--- config.mk ---
export PLATFORM = sky130hd
export DESIGN_NAME = lp_sdram_tracker
export DESIGN_NICKNAME = d
export VERILOG_FILES = /design/src/rtl/lp_sdram_tracker.sv
export SDC_FILE = /design/constraint.sdc
export NUM_CORES = 1
export LEC_CHECK = 0
export CORE_MARGIN = 3
export CORE_UTILIZATION = 51
export DETAILED_ROUTE_END_ITERATION = 10
export GPL_ROUTABILITY_DRIVEN = 0
export PLACE_DENSITY = 0.75
export SLEW_MARGIN = 20
export SYNTH_ARGS = -nofsm -noshare
export SYNTH_HDL_FRONTEND = slang
export SYNTH_SLANG_ARGS = --single-unit
--- constraint.sdc ---
create_clock -name clk -period 6.6 [get_ports clk]
set_clock_uncertainty 0.05 [all_clocks]
set_input_delay 0.99 -clock clk [delete_from_list [all_inputs] [get_ports clk]]
set_output_delay 0.99 -clock clk [all_outputs]
set_load 0.05 [all_outputs]
--- src/rtl/lp_sdram_tracker.sv ---
module lp_sdram_tracker #(
  parameter int ROW_BITS = 13,
  parameter int IVL0 = 390,
  parameter int IVL1 = 780,
  parameter int IVL2 = 1560,
  parameter int IVL3 = 3120
) (
  input  logic                clk,
  input  logic                rst_n,
  input  logic                cke,
  input  logic                cs_n,
  input  logic                ras_n,
  input  logic                cas_n,
  input  logic                we_n,
  input  logic [1:0]          ba,
  input  logic                banks_idle,
  input  logic [2:0]          par_sel,
  input  logic [1:0]          temp_sel,
  output logic [1:0]          state,
  output logic                rfsh_stb,
  output logic [1:0]          rfsh_bank,
  output logic [ROW_BITS-1:0] rfsh_row,
  output logic [3:0]          data_valid
);

  localparam int IMAX = (IVL3 > IVL2 ? (IVL3 > IVL1 ? (IVL3 > IVL0 ? IVL3 : IVL0) : (IVL1 > IVL0 ? IVL1 : IVL0))
                                     : (IVL2 > IVL1 ? (IVL2 > IVL0 ? IVL2 : IVL0) : (IVL1 > IVL0 ? IVL1 : IVL0)));
  localparam int CW = $clog2(IMAX + 1);
  localparam logic [ROW_BITS-1:0] ROW_ALL  = '1;
  localparam logic [ROW_BITS-1:0] ROW_HALF = ROW_ALL >> 1;
  localparam logic [ROW_BITS-1:0] ROW_QTR  = ROW_ALL >> 2;

  localparam logic [1:0] ST_ACT = 2'd0;
  localparam logic [1:0] ST_SR  = 2'd1;
  localparam logic [1:0] ST_DPD = 2'd2;

  logic [1:0]    st;
  logic [2:0]    reg_q;
  logic [CW-1:0] cnt, reload_q;
  logic [1:0]    bank_last;
  logic [ROW_BITS-1:0] row_last;
  logic [3:0]    keep;

  wire cmd_ref = !cs_n && !ras_n && !cas_n &&  we_n;
  wire cmd_dpd = !cs_n &&  ras_n &&  cas_n && !we_n;
  wire cmd_wr  = !cs_n &&  ras_n && !cas_n && !we_n;
  wire [2:0] region = (par_sel > 3'd4) ? 3'd0 : par_sel;
  wire due = (st == ST_SR) && (cnt == '0);

  function automatic logic [CW-1:0] ivl_of(input logic [1:0] t);
    case (t)
      2'd0:    return CW'(IVL0);
      2'd1:    return CW'(IVL1);
      2'd2:    return CW'(IVL2);
      default: return CW'(IVL3);
    endcase
  endfunction

  always_comb begin
    case (reg_q)
      3'd0:    begin bank_last = 2'd3; row_last = ROW_ALL;  keep = 4'b1111; end
      3'd1:    begin bank_last = 2'd1; row_last = ROW_ALL;  keep = 4'b0011; end
      3'd2:    begin bank_last = 2'd0; row_last = ROW_ALL;  keep = 4'b0001; end
      3'd3:    begin bank_last = 2'd0; row_last = ROW_HALF; keep = 4'b0000; end
      default: begin bank_last = 2'd0; row_last = ROW_QTR;  keep = 4'b0000; end
    endcase
  end

  always_ff @(posedge clk) begin
    if (!rst_n) begin
      st         <= ST_ACT;
      reg_q      <= 3'd0;
      cnt        <= '0;
      reload_q   <= '0;
      rfsh_bank  <= 2'd0;
      rfsh_row   <= '0;
      data_valid <= 4'b0000;
    end else begin
      case (st)
        ST_ACT: begin
          if (cke && cmd_wr)
            data_valid[ba] <= 1'b1;
          else if (!cke && banks_idle && cmd_ref) begin
            st        <= ST_SR;
            reg_q     <= region;
            cnt       <= ivl_of(temp_sel);
            reload_q  <= ivl_of(temp_sel) - CW'(1);
            rfsh_bank <= 2'd0;
            rfsh_row  <= '0;
          end else if (!cke && banks_idle && cmd_dpd) begin
            st         <= ST_DPD;
            data_valid <= 4'b0000;
          end
        end
        ST_SR: begin
          if (cke) begin
            st         <= ST_ACT;
            data_valid <= data_valid & keep;
          end else if (due) begin
            cnt <= reload_q;
            if (rfsh_row == row_last) begin
              rfsh_row  <= '0;
              rfsh_bank <= (rfsh_bank == bank_last) ? 2'd0 : rfsh_bank + 2'd1;
            end else
              rfsh_row <= rfsh_row + 1'b1;
          end else
            cnt <= cnt - CW'(1);
        end
        default: if (cke) st <= ST_ACT;
      endcase
    end
  end

  assign state    = st;
  assign rfsh_stb = due && !cke;

  a_r3_dpd_clears_valid: assert property (@(posedge clk) disable iff (!rst_n)
    $rose(st == ST_DPD) |-> data_valid == 4'b0000);

  a_r5_dpd_holds: assert property (@(posedge clk) disable iff (!rst_n)
    (st == ST_DPD && !cke) |=> st == ST_DPD);

  a_r4_busy_blocks_entry: assert property (@(posedge clk) disable iff (!rst_n)
    (st == ST_ACT && !banks_idle) |=> st == ST_ACT);

  a_r7_two_bank_region: assert property (@(posedge clk) disable iff (!rst_n)
    (rfsh_stb && reg_q == 3'd1) |-> !rfsh_bank[1]);

  a_r8_half_rows: assert property (@(posedge clk) disable iff (!rst_n)
    (rfsh_stb && reg_q == 3'd3) |-> (rfsh_bank == 2'd0 && !rfsh_row[ROW_BITS-1]));

  a_r8_quarter_rows: assert property (@(posedge clk) disable iff (!rst_n)
    (rfsh_stb && reg_q == 3'd4) |-> (rfsh_bank == 2'd0 && rfsh_row[ROW_BITS-1:ROW_BITS-2] == 2'b00));

  a_r11_no_set_outside_active: assert property (@(posedge clk) disable iff (!rst_n)
    (st != ST_ACT) |=> (data_valid & ~$past(data_valid)) == 4'b0000);

endmodule

## After elaboration in Yosys (flattened, before gate mapping)

Cells that the tools add are included.

| word-level totals | value |
|---|---|
| input bits | 15 |
| bits in registers | 48 |
| logic and storage cells | 104 |
| output and inout port bits | 22 |

| operators by class | value |
|---|---|
| magnitude comparators | 3 |
| eq/ne operators | 17 |
| multiplexer cells | 37 |
| add/subtract/negate cells | 4 |
| bitwise gates (word level) | 3 |
| reductions and logical operators | 33 |

Operators by type and width:

| kind | number |
|---|---|
| $mux 12 | 6 |
| $mux 13 | 5 |
| $pmux 13 s2 | 2 |
| $pmux 12 s3 | 1 |
| $pmux 12 s2 | 1 |
| $sub 12x1->12 const B | 2 |
| $mux 2 | 11 |
| $mux 4 | 4 |
| $logic_and 1x1->1 | 15 |
| $add 13x1->13 const B | 1 |
| $eq 13x13->1 | 1 |
| $logic_not 12->1 | 1 |
| $pmux 4 s3 | 1 |
| $ne 2x2->1 const B | 5 |
| $ne 3x3->1 const B | 3 |
| $pmux 2 s2 | 2 |
| $pmux 4 s2 | 1 |
| $reduce_and 4->1 | 2 |
| $eq 3x2->1 const B | 2 |
| $reduce_and 3->1 | 2 |
| $reduce_and 6->1 | 1 |
| $logic_not 1->1 | 5 |
| $reduce_and 5->1 | 1 |
| $and 4x4->4 | 1 |
| other kinds (18) | 21 |

## Longest topological paths before layout

Gate-level depths: netlist of the first run.

| logic depth | value |
|---|---|
| word-level depth | 10 |
| gate-level depth with buffers | 8 |
| mapped depth without buffers | 7 |

## Worst setup path after synthesis of the first run

OpenSTA, ideal clock, no wires.

| timing | value |
|---|---|
| path type | flip-flop to output port |
| start point | reg st[0], in the netlist state[0] |
| end point | out rfsh_stb |
| required time | 5,560 ps |
| cell stages (with the launch flop) | 5 |
| arrival | 2,741 ps |
| buffers on the path | 2 |
| path slack | 2,819 ps |
| cell sequence | dfxtp_1 -> clkbuf_1 -> nand2b_1 -> clkbuf_1 -> nor4_1 |

| between the ends | value |
|---|---|
| cells in the longest elaborated chain, start to end | 3 |

RTL lines:

| what | RTL line | text |
|---|---|---|
| from (decl) | 37 | `logic [1:0] st;` |
| from (signal assigned) | 71 | `st <= ST_ACT;` |
| from (signal assigned) | 84 | `st <= ST_SR;` |
| from (signal assigned) | 91 | `st <= ST_DPD;` |
| $eq 2x1->1 | 48 | `wire due = (st == ST_SR) && (cnt == '0);` |
| $logic_and 1x1->1 | 48 |  |
| $logic_and 1x1->1 | 115 | `assign rfsh_stb = due && !cke;` |
| to (decl) | 20 | `output logic rfsh_stb,` |

No other way between the ends.

## Final worst setup path of the first run

| timing | value |
|---|---|
| start point | in cke |
| end point | out rfsh_stb |

| between the ends | value |
|---|---|
| cells in the longest elaborated chain, start to end | 2 |

RTL lines:

| what | RTL line | text |
|---|---|---|
| from (decl) | 10 | `input logic cke,` |
| $logic_not 1->1 | 115 |  |
| $logic_and 1x1->1 | 115 |  |

No other way between the ends.

==> results of run 1 <==
-- power by group through the flow --
stage / combinational (W) / sequential, W / clock, W
floorplan: 0.0000326 / 0.000296 / 0
global placement: 0.0000526 / 0.000294 / 0
detailed placement: 0.0000533 / 0.000294 / 0
CTS: 0.0000535 / 0.000287 / 0.000177
global route: 0.0000591 / 0.000288 / 0.000187
finish: 0.0000543 / 0.000287 / 0.000173
-- area by class of cell --
type	count	share of cell area, %
Clock inverter	2	0.405
Inverter	10	1.21
Sequential cell	47	30.4
Timing Repair Buffer	38	12.1
Clock buffer	6	2.35
Multi-Input combinational cell	250	50.8
Tap cell	67	2.71
-- synth_stat cells (all sizes together) (3+ instances only) --
| cell | instances |
|---|---|
| a2111oi | 3 |
| a211oi | 9 |
| a21oi | 35 |
| a31oi | 5 |
| and2 | 3 |
| buf | 6 |
| clkbuf | 10 |
| dfxtp | 47 |
| ha | 8 |
| inv | 10 |
| nand2 | 30 |
| nand2b | 4 |
| nand3 | 11 |
| nand3b | 5 |
| nand4 | 3 |
| nor2 | 34 |
| nor3 | 9 |
| nor3b | 3 |
| nor4 | 8 |
| o21ai | 24 |
| o32ai | 3 |
| or2 | 3 |
| or3 | 7 |
| xnor2 | 13 |
-- state kept, by name (all words and copies together), names as in the netlist --
register	count
rfsh_bank	2
state	2
data_valid	4
rfsh_row	13
cnt	12
reload_q	11
reg_q	3
-- worst reg2reg max path, stage by stage (launching register included) --
cell     delay (ns)
dfxtp_1        0.35
inv_1          0.09
ha_1           0.22
nor3b_2        0.37
nand4_1        0.60
a21oi_2        0.59
o22a_1         0.52
o31ai_1        0.13
-- worst paths after layout --
path | to | startpoint | cells past startpoint | slack [ns]
worst max-delay path | rfsh_stb | cke | 3 | 2.64
worst min-delay path | reload_q[11] | reload_q[11] | 2 | 0.42
worst max register to register | rfsh_row[7] | cnt[0] | 7 | 3.58
worst min register to register | reload_q[11] | reload_q[11] | 2 | 0.42
-- metrics by stage --
step                util (%)  worst slack (ns)  area (um^2)  cells
detailed placement      62.0              2.67         3010    412
finish                  63.8              2.64         3090    420
global route            63.8              2.58         3090    420
CTS                     63.8              2.67         3090    420
global placement        62.0              2.69         3010    412
floorplan                  -              2.82         2620    323
-- cells by family (layout without fill, tap and decap cells) --
kind of cell / count (synthesis) / count (layout) / share of synthesized area, %
mux: 2 / 2 / 0.764
flops: 47 / 47 / 35.9
compound gates: 95 / 95 / 23.9
xor+xnor: 13 / 13 / 4.35
buf+inv: 26 / 56 / 4.15
fa+ha+maj: 8 / 8 / 3.82
simple gates: 132 / 132 / 27.1
-- routing by layer --
layer	vias to the layer above	track usage, %	wire length (um)
met3	7	4.06	445
met4	0	6.94	47
met1	1171	30.4	3050
met2	94	36.6	3120
li1	1235	-	-
met5	-	0	0
==> qor.csv, run 1 <==
metric,value,unit
worst vdd ir,116,uV
die height,77.7,um
synthesized area,2620,um^2
"leading cell type in the layout, fill and taps excluded",dfxtp_1,
Die Wd,77.7,um
Seq. cell area,941,um^2
# clock sinks,47,
CTS H-tree lvls,2,
Starting Density,54.0,%
multi-input logic area,1570,um^2
sequential area share after synthesis,35.9,%
Layout area overhead,18.1,%
ratio of cells with drive above 1 in the final layout,7.37,%
maxcap violations,0,
standby leakage power,1.03,nW
critical path startpoint category,primary input,
Yosys top cell area share,35.9,%
"commonest cells after routing, fill and taps aside","dfxtp_1, clkdlybuf4s50_1, nor2_1, a21oi_1, nand2_1",
f_max,253,MHz
ys async rst share,0,%
Final min period,3.96,ns
worst hold slack,0.416,ns
PostCTS Resize Cnt,0,
initial DRC count,293,
DP Wirelength,4680,um
total number of vias,2507,
clock root buffer,clkbuf_8,
CP max FO,13,
clock buffer count from CTS,5,
post-CTS setup buffers,0,
Synth area leaders,"dfxtp_1, a21oi_1, nor2_1, o21ai_0, xnor2_1",
Synth Area per Inst,8.11,um^2
"EDFF count, synth",0,
status,finished clean,
switching share of power,25.8,%
Post-synth top flop,dfxtp_1,
max-slew violations,0,
cell breakdown of the critical path,"clkdlybuf4s50_1, nor4_1, clkdlybuf4s50_1",
largest net degree at the start of global routing,22,
clock share of power,33.6,%
Post-Synthesis Cells,323,
Cell Rows,25,
final worst-path cycle share,60.0,%
Internal,0.000381,W
DRT Pass-1 Iters,5,
CP Buf/Inv Count,2,
library cells used by synthesis,57,
Worst Tran Pin Value,0.744,ns
RSZ-0062 raised after global routing,no,
initial antenna violation count,0,
critical path class,in2out,
Antenna Cells,0,
CTS tree,yes,
Syn Nets,346,
most frequent CP cell,clkdlybuf4s50_1,
"CP delay by family, top",buffers and inverters,
Switch Pwr,0.000133,W
worst-skew pair later-pin latency,0.30,ns
HP Class,reg2reg,
routed vias/inst,5.97,
P per Cell Area,166,nW/um^2
Routed wire per std cell,15.9,um
Final Hold Violating Endpoints,0,
first-pass GRT wire length,11100,um
Tot Pwr,0.000514,W
I/O pin count,37,
CP peak stage delay,0.87,ns
Buffers on Ports,36,
die area,6030,um^2
Yosys warnings,0,
CP Capture Type,output port,
"Reg clk slew, reported paths",0.08,ns
Yosys top cell by area,dfxtp_1,
Overflow after GRT,0,
arrival time at the worst endpoint,2.92,ns
# setup viols final,0,
drt drc,0,
CORE AREA,4850,um^2
Post-DRT Antenna Nets,0,
Max Buffers Root-to-Sink,2,
Fin Setup TNS,0,ns
Yosys reg bits,47,
Sequential Power Share,55.9,%
Fillers,440,
vias in the first global route,2379,
Critical-path top delay cell,clkdlybuf4s50_1,
final net count,375,
Critical Path RT,5.56,ns
# hold bufs at CTS,0,
gr usage total,22.5,%
Gate power share,10.5,%
Routed WL,6660,um
Rel. slew slack,49.8,%
No activity file was read; power rests on OpenSTA's default activity.
==> inputs of run 2 (changes only) <==
- CORE_UTILIZATION: 51 -> 49
- PLACE_DENSITY: 0.75 -> 0.76
- clock period: 6.6 -> 3.4 ns (I/O delays scaled with it)
==> qor.csv, run 2 (synthesis gave the netlist of run 1 again) <==
metric,value,unit,change
CP Capture Type,output port,,
Switch Pwr,0.000263,W,+98%
routed vias/inst,5.90,,-1.2%
Overflow after GRT,0,,unchanged
Max Used Layer,met4,,
worst hold endpoint,reload_q[7],,
CP peak stage delay,0.87,ns,about the same
Starting Density,53.0,%,-1.0 points
max-slew violations,0,,unchanged
Antenna Cells,0,,unchanged
worst vdd ir,263,uV,+130%
critical path startpoint category,flip-flop,,
initial DRC count,287,,-2.0%
Layout area overhead,20.6,%,
"Reg clk slew, reported paths",0.09,ns,about the same
die area,6260,um^2,+3.8%
Worst Tran Pin Value,0.777,ns,+0.0323 ns
Fillers,457,,+3.9%
DRT Pass-1 Iters,4,,-1
met1 wire length,3190,um,+4.7%
DP Wirelength,4970,um,+6.2%
Rel. slew slack,47.7,%,-2.2 points
CTS H-tree lvls,2,,unchanged
initial antenna violation count,0,,unchanged
Max Buffers Root-to-Sink,2,,unchanged
"CP delay by family, top",buffers and inverters,,
ratio of cells with drive above 1 in the final layout,9.44,%,+2.1 points
hold path depth,2,,unchanged
largest net degree at the start of global routing,21,,-4.5%
min-delay src,reload_q[7],,
f_max,308,MHz,
Internal,0.000766,W,+100%
P per Cell Area,326,nW/um^2,+96%
vias in the first global route,2343,,-1.5%
gr usage total,22.9,%,+0.32 points
clock root buffer,clkbuf_8,,
Critical Path RT,2.84,ns,-2.72 ns
maxcap violations,0,,unchanged
standby leakage power,1.06,nW,+3.6%
Final Hold Violating Endpoints,0,,unchanged
Finished Layout Cells,427,,+1.7%
first-pass GRT wire length,11500,um,+4.0%
Die Wd,79.1,um,+1.9%
biggest regs,"rfsh_row (13), cnt (12), reload_q (11)",,
drt drc,0,,unchanged
Area after DPL,3060,um^2,+1.7%
RSZ-0062 raised after global routing,no,,
clock buffer count from CTS,5,,unchanged
I/O pin count,37,,unchanged
post-route design area,3160,um^2,+2.1%
final net count,382,,+1.9%
"leading cell type in the layout, fill and taps excluded",dfxtp_1,,
Post-DRT Antenna Nets,0,,unchanged
Tot Pwr,0.00103,W,+100%
critical path class,reg2out,,
# setup viols final,0,,unchanged
Routed WL,6770,um,+1.6%
clock share of power,35.2,%,+1.6 points
dpl cells,419,,+1.7%
WL met3,501,um,+13%
final worst-path cycle share,95.6,%,
cell breakdown of the critical path,"inv_1, ha_1, nor3b_2, nand3_1, nor4_1, clkdlybuf4s50_1",,
reg2reg start,cnt[0],,
post-CTS setup buffers,0,,unchanged
Gate power share,10.6,%,about the same
Fin Setup TNS,0,ns,unchanged
met2 wire length,2970,um,-4.9%
Sequential Power Share,54.2,%,-1.7 points
r2r endpoint,cnt[10],,
Cell Rows,25,,unchanged
total number of vias,2518,,+0.44%
worst-skew pair later-pin latency,0.30,ns,about the same
worst reg2reg setup slack,0.89,ns,-2.69 ns
arrival time at the worst endpoint,2.69,ns,-0.23 ns
# clock sinks,47,,unchanged
PostCTS Resize Cnt,0,,unchanged
switching share of power,25.6,%,-0.29 points
CP max FO,6,,-7
# hold bufs at CTS,0,,unchanged
status,finished clean,,
"commonest cells after routing, fill and taps aside","dfxtp_1, clkdlybuf4s50_1, nor2_1, a21oi_1, nand2_1",,
HP Class,reg2reg,,
Biggest register,rfsh_row,,
die height,79.1,um,+1.9%
Final min period,3.25,ns,
Critical-path top delay cell,clkdlybuf4s50_1,,
Routed wire per std cell,15.9,um,about the same
CORE AREA,4940,um^2,+1.9%
R2R depth,7,,unchanged
Buffers on Ports,36,,unchanged
worst hold slack,0.412,ns,-0.00367 ns
CP Buf/Inv Count,2,,unchanged
max reg flops,13,,unchanged
CTS tree,yes,,
-- run 2: cell count changes in the layout (fill, tap and decap cells not counted), sizes merged --
cell | before | now
buf | 2 | 9
-- run 2: final cells by class --
type / instances / area (um^2) / share of cell area, %
multi-input cells: 250 / 1570 / 49.7
clock buffers: 6 / 82.6 / 2.61
inverters: 10 / 37.5 / 1.19
repair buffers: 45 / 428 / 13.5
flip-flops and latches: 47 / 941 / 29.8
clock inverters: 2 / 16.3 / 0.515
well taps: 67 / 83.8 / 2.65
-- run 2: per-stage QoR --
step	setup slack (ns)	util, %
3_3_place_gp	0.498	61.9
3_5_place_dp	0.452	61.9
2_1_floorplan	0.0993	-
5_1_grt	0.00702	63.9
4_1_cts	0.209	63.9
6_report	0.151	63.9
-- run 2: worst reg2reg max path: cells and delay by family (launching register included) --
kind | cells | cell delay, ns
simple gates | 1 | 0.53
flops | 1 | 0.34
fa+ha+maj | 1 | 0.20
compound gates | 4 | 1.17
buf+inv | 1 | 0.08
-- run 2: power by group through the flow --
stage | clock network [W] | logic (W) | registers, W
detailed placement | 0 | 0.000107 | 0.000571
finish | 0.000362 | 0.000109 | 0.000558
CTS | 0.000370 | 0.000108 | 0.000558
global placement | 0 | 0.000105 | 0.000571
global route | 0.000392 | 0.000120 | 0.000559
floorplan | 0 | 0.0000633 | 0.000574
-- run 2: worst max path at each step --
stage                  start  depth (start not counted)          end  slack (ns)
finish                cnt[0]                          6     rfsh_stb        0.15
global route          cnt[0]                          6     rfsh_stb       0.007
CTS                   cnt[0]                          6     rfsh_stb        0.21
detailed placement     cas_n                          6  rfsh_row[7]        0.45
global placement       cas_n                          6  rfsh_row[7]        0.50
floorplan           state[0]                          4     rfsh_stb         0.1
-- run 2: metal layers --
layer	vias to the layer above	global-route usage (%)
met4	0	6.70
met5	-	0
met3	10	4.42
li1	1245	-
met1	1163	32.6
met2	100	34.8
==> inputs of run 3 (changes only) <==
- SETUP_SLACK_MARGIN: not set -> 0.4
==> qor.csv, run 3 (synthesis gave the netlist of run 1 again) <==
metric,value,unit,change
Biggest register,rfsh_row,,
CP Capture Point,rfsh_stb,,
die area,6260,um^2,unchanged
biggest regs,"rfsh_row (13), cnt (12), reload_q (11)",,
Layout area overhead,20.4,%,
clock buffer count from CTS,5,,unchanged
Switch Pwr,0.000246,W,-6.4%
Fillers,470,,+2.8%
switching share of power,24.8,%,-0.71 points
reg2reg start,cnt[0],,
RSZ-0062 raised after global routing,no,,
drt drc,0,,unchanged
ratio of cells with drive above 1 in the final layout,9.42,%,-0.026 points
critical path class,reg2out,,
max-slew violations,0,,unchanged
Max Buffers Root-to-Sink,2,,unchanged
critical path startpoint category,flip-flop,,
worst-skew pair later-pin latency,0.30,ns,about the same
largest net degree at the start of global routing,21,,unchanged
Setup crit start,cnt[7],,
routed vias/inst,5.96,,+0.99%
HP Class,reg2reg,,
"Reg clk slew, reported paths",0.09,ns,about the same
clock root buffer,clkbuf_8,,
final worst-path cycle share,82.1,%,-13 points
Routed WL,6600,um,-2.5%
CTS tree,yes,,
# setup viols final,0,,unchanged
"leading cell type in the layout, fill and taps excluded",dfxtp_1,,
Worst Tran Pin Value,0.832,ns,+0.0548 ns
Fin Setup TNS,0,ns,unchanged
"commonest cells after routing, fill and taps aside","dfxtp_1, clkdlybuf4s50_1, nor2_1, a21oi_1, nand2_1",,
post-CTS setup buffers,0,,unchanged
final net count,383,,+0.26%
Starting Density,53.0,%,unchanged
initial antenna violation count,0,,unchanged
P per Cell Area,314,nW/um^2,-3.6%
Sequential Power Share,56.3,%,+2.1 points
Gate power share,11.0,%,+0.4 points
DP Wirelength,4910,um,-1.1%
post-route design area,3150,um^2,-0.16%
worst vdd ir,185,uV,-30%
worst reg2reg setup slack,0.83,ns,-0.06 ns
standby leakage power,1.07,nW,+0.53%
total number of vias,2549,,+1.2%
R2R depth,7,,unchanged
Cell Rows,25,,unchanged
worst hold slack,0.410,ns,-0.00222 ns
Buffers on Ports,36,,unchanged
Die Wd,79.1,um,unchanged
r2r endpoint,cnt[3],,
DRT Pass-1 Iters,5,,+1
I/O pin count,37,,unchanged
maxcap violations,0,,unchanged
max reg flops,13,,unchanged
Finished Layout Cells,428,,+0.23%
Area after DPL,3070,um^2,+0.45%
arrival time at the worst endpoint,2.23,ns,-0.46 ns
Post-DRT Antenna Nets,0,,unchanged
clock share of power,32.7,%,-2.5 points
Final min period,2.79,ns,-0.457 ns
vias in the first global route,2226,,-5.0%
CP max FO,7,,+1
CP Capture Type,output port,,
Overflow after GRT,0,,unchanged
Internal,0.000745,W,-2.8%
dpl cells,420,,+0.24%
fin util,63.8,%,-0.10 points
initial DRC count,254,,-11%
Rel. slew slack,44.0,%,-3.7 points
die height,79.1,um,unchanged
Antenna Cells,0,,unchanged
CORE AREA,4940,um^2,unchanged
Critical Path RT,2.84,ns,about the same
status,finished clean,,
first-pass GRT wire length,10900,um,-5.7%
gr usage total,21.8,%,-1.0 points
# clock sinks,47,,unchanged
f_max,358,MHz,+16%
# hold bufs at CTS,0,,unchanged
Final Hold Violating Endpoints,0,,unchanged
CTS H-tree lvls,2,,unchanged
Routed wire per std cell,15.4,um,-2.7%
## run 3: routing by layer
metal	vias up	track usage, %	part of all wire, %
met5	-	0	0
met4	0	6.53	1.2
met3	6	3.85	6.9
met2	101	32.7	44
met1	1196	31.8	48
li1	1246	-	-
## run 3: area by class of cell
cell class | count | area, um^2 | share of cell area, %
inverters | 10 | 37.5 | 1.19
clock buffers | 7 | 76.3 | 2.42
repair buffers | 46 | 434 | 13.8
clock inverters | 1 | 5.00 | 0.159
multi-input cells | 250 | 1580 | 50.0
well taps | 67 | 83.8 | 2.66
flip-flops and latches | 47 | 941 | 29.8
## run 3: repair_timing
item | CTS | global route
endpoints found under the setup margin | 1 | 0
endpoints found under the hold margin | 0 | 0
gates resized for setup | 1 | 0
## run 3: critical path: stages, from the launching register on
cell and delay (ns):
dfxtp_1 0.37, nor3_2 0.47, nand3_1 0.22, nor4_2 0.31
dlygate4sd2_1 0.57
## run 3: per-stage QoR
stage	setup WS (ns)	total power, W
global placement	0.611	0.000677
floorplan	0.685	0.000638
global route	0.489	0.00103
CTS	0.610	0.00100
detailed placement	0.576	0.000678
finish	0.608	0.000991
## run 3: power groups by stage
stage / combinational, W / sequential, W / clock [W]
2_1_floorplan: 0.0000637 / 0.000574 / 0
3_3_place_gp: 0.000107 / 0.000571 / 0
3_5_place_dp: 0.000108 / 0.000571 / 0
4_1_cts: 0.000108 / 0.000558 / 0.000336
5_1_grt: 0.000119 / 0.000559 / 0.000354
6_report: 0.000109 / 0.000558 / 0.000324
## run 3: how the worst min path moves through the flow
stage                 startpoint  cells past startpoint      endpoint  slack [ns]
floorplan            reload_q[0]                      2   reload_q[0]        0.38
global placement    reload_q[11]                      2  reload_q[11]        0.40
detailed placement   reload_q[7]                      2   reload_q[7]        0.40
CTS                  reload_q[7]                      2   reload_q[7]        0.41
global route         reload_q[7]                      2   reload_q[7]        0.43
finish               reload_q[7]                      2   reload_q[7]        0.41
